===== config.mk =====
export PLATFORM = sky130hd
export DESIGN_NAME = gpio_padcfg
export DESIGN_NICKNAME = d
export VERILOG_FILES = /design/src/rtl/gpio_padcfg_pkg.sv /design/src/rtl/gpio_lock_ctrl.sv /design/src/rtl/gpio_pin_cfg.sv /design/src/rtl/gpio_rd_mux.sv /design/src/rtl/gpio_padcfg.sv
export SDC_FILE = /design/constraint.sdc
export NUM_CORES = 1
export LEC_CHECK = 0
export ABC_AREA = 1
export BUFFER_PORTS_ARGS = -buffer_cell sky130_fd_sc_hd__clkbuf_2
export CAP_MARGIN = 20
export CELL_PAD_IN_SITES_DETAIL_PLACEMENT = 0
export CELL_PAD_IN_SITES_GLOBAL_PLACEMENT = 1
export CORE_UTILIZATION = 37
export CTS_CLUSTER_SIZE = 30
export DETAILED_ROUTE_END_ITERATION = 12
export PLACE_DENSITY_LB_ADDON = 0.1
export SLEW_MARGIN = 10
export SYNTH_ARGS = -nofsm -noshare
export SYNTH_HDL_FRONTEND = slang
export SYNTH_SLANG_ARGS = --single-unit

===== constraint.sdc =====
create_clock -name clk -period 1.65 [get_ports clk]
set_clock_uncertainty 0.2 [all_clocks]
set_input_delay 0.0825 -clock clk [delete_from_list [all_inputs] [get_ports clk]]
set_output_delay 0.0825 -clock clk [all_outputs]
set_load 0.03 [all_outputs]

===== src/rtl/gpio_padcfg_pkg.sv =====
package gpio_padcfg_pkg;

  localparam logic [11:0] OFS_AFSEL  = 12'h420;
  localparam logic [11:0] OFS_PULLUP = 12'h510;
  localparam logic [11:0] OFS_PULLDN = 12'h514;
  localparam logic [11:0] OFS_DIGEN  = 12'h51C;
  localparam logic [11:0] OFS_LOCK   = 12'h520;
  localparam logic [11:0] OFS_COMMIT = 12'h524;
  localparam logic [11:0] OFS_MUX    = 12'h52C;

  typedef enum logic [2:0] {
    SEL_NONE, SEL_AF, SEL_PU, SEL_PD, SEL_DEN, SEL_LOCK, SEL_COMMIT, SEL_MUX
  } reg_sel_e;

  function automatic reg_sel_e decode_sel(input logic [11:0] a);
    case (a)
      OFS_AFSEL:  return SEL_AF;
      OFS_PULLUP: return SEL_PU;
      OFS_PULLDN: return SEL_PD;
      OFS_DIGEN:  return SEL_DEN;
      OFS_LOCK:   return SEL_LOCK;
      OFS_COMMIT: return SEL_COMMIT;
      OFS_MUX:    return SEL_MUX;
      default:    return SEL_NONE;
    endcase
  endfunction

endpackage


===== src/rtl/gpio_lock_ctrl.sv =====
module gpio_lock_ctrl #(
  parameter int unsigned   NP   = 8,
  parameter logic [NP-1:0] PROT = 8'h8F,
  parameter logic [31:0]   KEY  = 32'h1ACCE55E
) (
  input  logic          clk,
  input  logic          rst,
  input  logic          wr_lock,
  input  logic          wr_commit,
  input  logic [31:0]   wdata,
  output logic          unlocked,
  output logic [NP-1:0] commit,
  output logic [NP-1:0] allow
);

  always_ff @(posedge clk) begin
    if (rst) begin
      unlocked <= 1'b0;
      commit   <= ~PROT;
    end else begin
      if (wr_lock) unlocked <= (wdata == KEY);
      if (wr_commit && unlocked) commit <= wdata[NP-1:0];
    end
  end

  // per-pin write permission for the protected fields
  assign allow = ~PROT | ({NP{unlocked}} & commit);

  AST_COMMIT_NEEDS_UNLOCK: assert property (@(posedge clk) disable iff (rst)
    (wr_commit && !unlocked) |=> $stable(commit));
  AST_LOCK_ONLY_ON_WRITE: assert property (@(posedge clk) disable iff (rst)
    !wr_lock |=> $stable(unlocked));

endmodule


===== src/rtl/gpio_pin_cfg.sv =====
module gpio_pin_cfg #(
  parameter int unsigned     MUXW    = 4,
  parameter logic            RST_AF  = 1'b0,
  parameter logic            RST_DEN = 1'b0,
  parameter logic            RST_PU  = 1'b0,
  parameter logic            RST_PD  = 1'b0,
  parameter logic [MUXW-1:0] RST_MUX = '0
) (
  input  logic            clk,
  input  logic            rst,
  input  logic            allow,
  input  logic            wr_af,
  input  logic            wr_den,
  input  logic            wr_pu,
  input  logic            wr_pd,
  input  logic            wr_mux,
  input  logic            bit_in,
  input  logic [MUXW-1:0] mux_in,
  output logic            af,
  output logic            den,
  output logic            pu,
  output logic            pd,
  output logic [MUXW-1:0] mux
);

  always_ff @(posedge clk) begin
    if (rst) begin
      af  <= RST_AF;
      den <= RST_DEN;
      pu  <= RST_PU;
      pd  <= RST_PD;
      mux <= RST_MUX;
    end else begin
      if (wr_af  && allow) af  <= bit_in;
      if (wr_den && allow) den <= bit_in;
      if (wr_pu && allow) begin
        pu <= bit_in;
        if (bit_in) pd <= 1'b0;
      end
      if (wr_pd && allow) begin
        pd <= bit_in;
        if (bit_in) pu <= 1'b0;
      end
      if (wr_mux) mux <= mux_in;
    end
  end

  AST_PULL_EXCLUSIVE: assert property (@(posedge clk) disable iff (rst)
    !(pu && pd));
  AST_BLOCKED_HOLD: assert property (@(posedge clk) disable iff (rst)
    !allow |=> $stable({af, den, pu, pd}));
  AST_MUX_ONLY_ON_WRITE: assert property (@(posedge clk) disable iff (rst)
    !wr_mux |=> $stable(mux));

endmodule


===== src/rtl/gpio_rd_mux.sv =====
module gpio_rd_mux
  import gpio_padcfg_pkg::*;
#(
  parameter int unsigned NP   = 8,
  parameter int unsigned MUXW = 4
) (
  input  logic               clk,
  input  logic               rst,
  input  reg_sel_e           sel,
  input  logic [NP-1:0]      af,
  input  logic [NP-1:0]      den,
  input  logic [NP-1:0]      pu,
  input  logic [NP-1:0]      pd,
  input  logic               unlocked,
  input  logic [NP-1:0]      commit,
  input  logic [NP*MUXW-1:0] mux,
  output logic [31:0]        rdata
);

  logic [31:0] rd_next;

  always_comb begin
    case (sel)
      SEL_AF:     rd_next = 32'(af);
      SEL_PU:     rd_next = 32'(pu);
      SEL_PD:     rd_next = 32'(pd);
      SEL_DEN:    rd_next = 32'(den);
      SEL_LOCK:   rd_next = {31'b0, ~unlocked};
      SEL_COMMIT: rd_next = 32'(commit);
      SEL_MUX:    rd_next = 32'(mux);
      default:    rd_next = '0;
    endcase
  end

  always_ff @(posedge clk) begin
    if (rst) rdata <= '0;
    else     rdata <= rd_next;
  end

  AST_UNMAPPED_ZERO: assert property (@(posedge clk) disable iff (rst)
    ($past(sel) == SEL_NONE) |-> (rdata == 32'h0));
  AST_PD_RSVD_ZERO: assert property (@(posedge clk) disable iff (rst)
    ($past(sel) == SEL_PD) |-> (rdata[31:NP] == '0));

endmodule


===== src/rtl/gpio_padcfg.sv =====
module gpio_padcfg
  import gpio_padcfg_pkg::*;
#(
  parameter int unsigned          NP        = 8,
  parameter int unsigned          MUXW      = 4,
  parameter logic [NP-1:0]        PROT      = 8'h8F,
  parameter logic [31:0]          KEY       = 32'h1ACCE55E,
  parameter logic [NP-1:0]        RST_AF    = 8'h0F,
  parameter logic [NP-1:0]        RST_DEN   = 8'h0F,
  parameter logic [NP-1:0]        RST_PU    = 8'h0F,
  parameter logic [NP-1:0]        RST_PD    = 8'h00,
  parameter logic [NP*MUXW-1:0]   RST_MUX   = 32'h03221111
) (
  input  logic               clk,
  input  logic               rst,
  input  logic [11:0]        bus_addr,
  input  logic               bus_we,
  input  logic [31:0]        bus_wdata,
  output logic [31:0]        bus_rdata,
  output logic [NP-1:0]      pad_afsel,
  output logic [NP-1:0]      pad_den,
  output logic [NP-1:0]      pad_pu,
  output logic [NP-1:0]      pad_pd,
  output logic [NP*MUXW-1:0] pad_mux
);

  reg_sel_e      sel;
  logic          unlocked;
  logic [NP-1:0] commit;
  logic [NP-1:0] allow;

  assign sel = decode_sel(bus_addr);

  gpio_lock_ctrl #(.NP(NP), .PROT(PROT), .KEY(KEY)) i_lock (
    .clk       (clk),
    .rst       (rst),
    .wr_lock   (bus_we && sel == SEL_LOCK),
    .wr_commit (bus_we && sel == SEL_COMMIT),
    .wdata     (bus_wdata),
    .unlocked  (unlocked),
    .commit    (commit),
    .allow     (allow)
  );

  for (genvar i = 0; i < NP; i++) begin : g_pin
    gpio_pin_cfg #(
      .MUXW    (MUXW),
      .RST_AF  (RST_AF[i]),
      .RST_DEN (RST_DEN[i]),
      .RST_PU  (RST_PU[i]),
      .RST_PD  (RST_PD[i]),
      .RST_MUX (RST_MUX[i*MUXW +: MUXW])
    ) i_cfg (
      .clk    (clk),
      .rst    (rst),
      .allow  (allow[i]),
      .wr_af  (bus_we && sel == SEL_AF),
      .wr_den (bus_we && sel == SEL_DEN),
      .wr_pu  (bus_we && sel == SEL_PU),
      .wr_pd  (bus_we && sel == SEL_PD),
      .wr_mux (bus_we && sel == SEL_MUX),
      .bit_in (bus_wdata[i]),
      .mux_in (bus_wdata[i*MUXW +: MUXW]),
      .af     (pad_afsel[i]),
      .den    (pad_den[i]),
      .pu     (pad_pu[i]),
      .pd     (pad_pd[i]),
      .mux    (pad_mux[i*MUXW +: MUXW])
    );
  end

  gpio_rd_mux #(.NP(NP), .MUXW(MUXW)) i_rd (
    .clk      (clk),
    .rst      (rst),
    .sel      (sel),
    .af       (pad_afsel),
    .den      (pad_den),
    .pu       (pad_pu),
    .pd       (pad_pd),
    .unlocked (unlocked),
    .commit   (commit),
    .mux      (pad_mux),
    .rdata    (bus_rdata)
  );

endmodule


==> impl_metrics.ini <==
[outcome]
outcome = finished clean

[floorplan]
top_level_i_o_count = 143
fp.coreArea_sq_um = 12700
number_of_standard_cell_rows_in_the_floorplan = 41
die_height_microns = 116
floorplan.die_area_sq_um = 13500
floorplan.die.width_microns = 116
initial_core_util = 0.380

[detailed_routing]
num_vias = 4686
detail_route.drc_violations = 0
detail_route.wl_per_cell_microns = 15.1
detailedRoute.firstPassIterationCount = 4
antenna_violating_nets_post_route = 0
drt_iter0_markers = 251
route.final.wire_length_mm = 14.7
avgViaCountPerCell = 4.82

[yosys]
synth.area.top_cells = sky130_fd_sc_hd__dfxtp_1 (44%), sky130_fd_sc_hd__nand2_1 (10%), sky130_fd_sc_hd__nor2_1 (5.5%)
postSynthRegisterBits = 105
syn_area_sq_um = 4810
count_of_warnings_emitted_by_yosys = 0
syn-num-nets = 671
post_synthesis_instance_total = 624
synth.yosys.seq_area_share = 0.437
cell_type_contributing_the_most_total_cell_area_after_synthesis = sky130_fd_sc_hd__dfxtp_1
synthesis.area_per_instance_sq_um = 7.71
post-synth-top-area-fraction = 0.437
synth.lib_cells_used.distinct = 32

[clock_tree]
cts_buffers = 9
clk_path_buf_depth = 2
maximum_level_of_the_cts_h_tree = 3
clock_latency_on_the_worst_skew_pair_ns = 0.35
clock_tree.root_cell = sky130_fd_sc_hd__clkbuf_16
clk_pin_slew_worst_paths_ns = 0.07
cts.repair_timing.setup_buffer_count = 0
cts_tree = done
cts.sink_count = 105

[placed_design]
gpl.final_weighted_congestion = 0.872
portBuffers = 142
placedCellCount = 923
dp_hpwl_mm = 10.9
placed_area_sq_um = 5740

[global_routing]
global_route.usage.met2 = 0.384
number_of_global_route_vias_before_repair = 4474
maximum_number_of_pins_on_one_net_before_global_route_repair = 39
global_route.overflow_total = 0
globalRouteMet1Util = 0.293
gr-max-usage-layer = met2
antenna_found_initial = 0
wire_length_of_the_first_global_routing_pass_mm = 23.4
grt.total_usage = 0.230
grt_use_met3 = 0.0570

[pwr]
vdd.ir_drop.worst_uv = 467
power_density_nw_per_um2 = 781
power.leakage_nw = 3.10
totalPowerFinal_mw = 4.98

[final_layout]
final_design_area_no_fill_sq_um = 6370
final-instance-count-excl-fill = 973
area.growth.synth_to_final_pct = 32.5
layout-drive-gt1-share = 0.312
final_common_cell = sky130_fd_sc_hd__clkbuf_2
antenna_cells = 0
most_frequent_cells_in_the_layout = sky130_fd_sc_hd__clkbuf_2 (142), sky130_fd_sc_hd__nand2_1 (131), sky130_fd_sc_hd__dfxtp_1 (104)
num-nets-final = 843

[sta]
setup-violations-final = 0
setup_tns_ns = 0
worst_pin_slew_ns = 0.441
min_period_over_period = 0.933
layout_min_cycle_time_ns = 1.54
final-max-slew-violation-count = 0
hold_violations = 0
slew_headroom = 0.706
unrepaired_setup_endpoints_after_global_routing = no
finalHoldWorstSlack_ns = 0.116
max_freq_mhz = 650

[min_path]
hp-class = in -> reg

[setup_path]
arrival_ns = 1.60
end_kind = flip-flop
timing.setup.critical_path_class = in -> reg
worst-path-max-fanout = 24
required_ns = 1.71
setup.worst_path.start_class = primary input

[flow_run]
drv.max_cap_violation_count = 0
what timing repair did:
action	4_1_cts	5_1_grt
endpoints found under the setup margin	0	4
hold endpoints to repair	61	0
hold buffers	34	0
gates resized for setup	0	2
sequential cells by signal (all words and copies together) (netlist names):
signal and flops:
g_pin.i_cfg.mux 32, i_rd.rdata 32, g_pin.i_cfg.af 8, g_pin.i_cfg.den 8, g_pin.i_cfg.pd 8, g_pin.i_cfg.pu 8
i_lock.commit 8, i_lock.unlocked 1
cells in the mapped netlist:
cell type                    n
sky130_fd_sc_hd__nand2_1   131
sky130_fd_sc_hd__dfxtp_1   105
sky130_fd_sc_hd__nor2_1     70
sky130_fd_sc_hd__inv_1      53
sky130_fd_sc_hd__a21oi_1    35
sky130_fd_sc_hd__buf_4      34
sky130_fd_sc_hd__o21ai_0    29
sky130_fd_sc_hd__nand4_1    24
sky130_fd_sc_hd__nand3_1    19
sky130_fd_sc_hd__o21ai_1    14
sky130_fd_sc_hd__clkbuf_1   12
sky130_fd_sc_hd__inv_2      10
sky130_fd_sc_hd__nor2_4      9
sky130_fd_sc_hd__o311ai_1    8
sky130_fd_sc_hd__nand3_2     7
sky130_fd_sc_hd__a211oi_1    6
sky130_fd_sc_hd__o211ai_1    6
sky130_fd_sc_hd__o211ai_2    6
sky130_fd_sc_hd__buf_2       5
sky130_fd_sc_hd__buf_6       5
sky130_fd_sc_hd__nand2_2     5
sky130_fd_sc_hd__nor2_2      5
sky130_fd_sc_hd__nor3_1      5
sky130_fd_sc_hd__o221ai_1    5
sky130_fd_sc_hd__a31oi_1     3
sky130_fd_sc_hd__nand2_4     3
sky130_fd_sc_hd__nor4_1      3
sky130_fd_sc_hd__clkinv_1    2
sky130_fd_sc_hd__nor2_8      2
sky130_fd_sc_hd__a41oi_1     1
sky130_fd_sc_hd__nand3_4     1
sky130_fd_sc_hd__nor3_4      1
kinds of logic (layout without fill, tap and decap cells):
family	count (synthesis)	count (layout)	synth area share
AO/OA/AOI/OAI	113	113	0.145
flip-flops	105	105	0.437
buffers and inverters	121	298	0.130
AND/OR/NAND/NOR	285	285	0.288
worst max-delay path, stage by stage:
cell and delay (ns):
sky130_fd_sc_hd__dlygate4sd3_1 0.53, sky130_fd_sc_hd__clkbuf_2 0.12, sky130_fd_sc_hd__inv_2 0.18, sky130_fd_sc_hd__nor2_4 0.09, sky130_fd_sc_hd__inv_2 0.34, sky130_fd_sc_hd__nor2_1 0.07
sky130_fd_sc_hd__a211oi_1 0.17
path summary, 6_finish.rpt:
check | from | endpoint | slack (ns) | cells past startpoint
max reg2reg | i_lock.unlocked | i_rd.rdata[0] | 0.16 | 7
min | bus_addr[5] | i_rd.rdata[21] | 0.12 | 6
max | bus_we | g_pin[4].i_cfg.mux[0] | 0.11 | 7
min reg2reg | g_pin[6].i_cfg.mux[3] | i_rd.rdata[27] | 0.26 | 2
layer usage:
layer / vias to the layer above / wire (microns)
met4: 0 / 214
met3: 18 / 738
li1: 2373 / -
met1: 2177 / 6760
met5: - / 0
met2: 118 / 7010
power breakdown:
part           internal (mW)  leakage (nW)  switching (mW)
logic                  0.140          2.10           0.175
clock network           1.16         0.146           0.972
registers               2.53         0.847        0.000173
total                   3.83          3.10            1.15
through the flow:
step | utilization | worst slack [ns]
floorplan | - | 0.165
global placement | 0.453 | -0.0946
detailed placement | 0.453 | -0.0970
CTS | 0.503 | 0.0527
global route | 0.503 | 0.00611
finish | 0.503 | 0.111
final cells by class:
type,instances,area (sq um)
multi-input combinational,398,2080
inverter,65,244
sequential,105,2100
tap,172,215
clock buffer,13,270
timing repair buffer,217,1430
clock inverter,3,22.5
fill,1303,6300
Power figures use the tool's default switching activity.
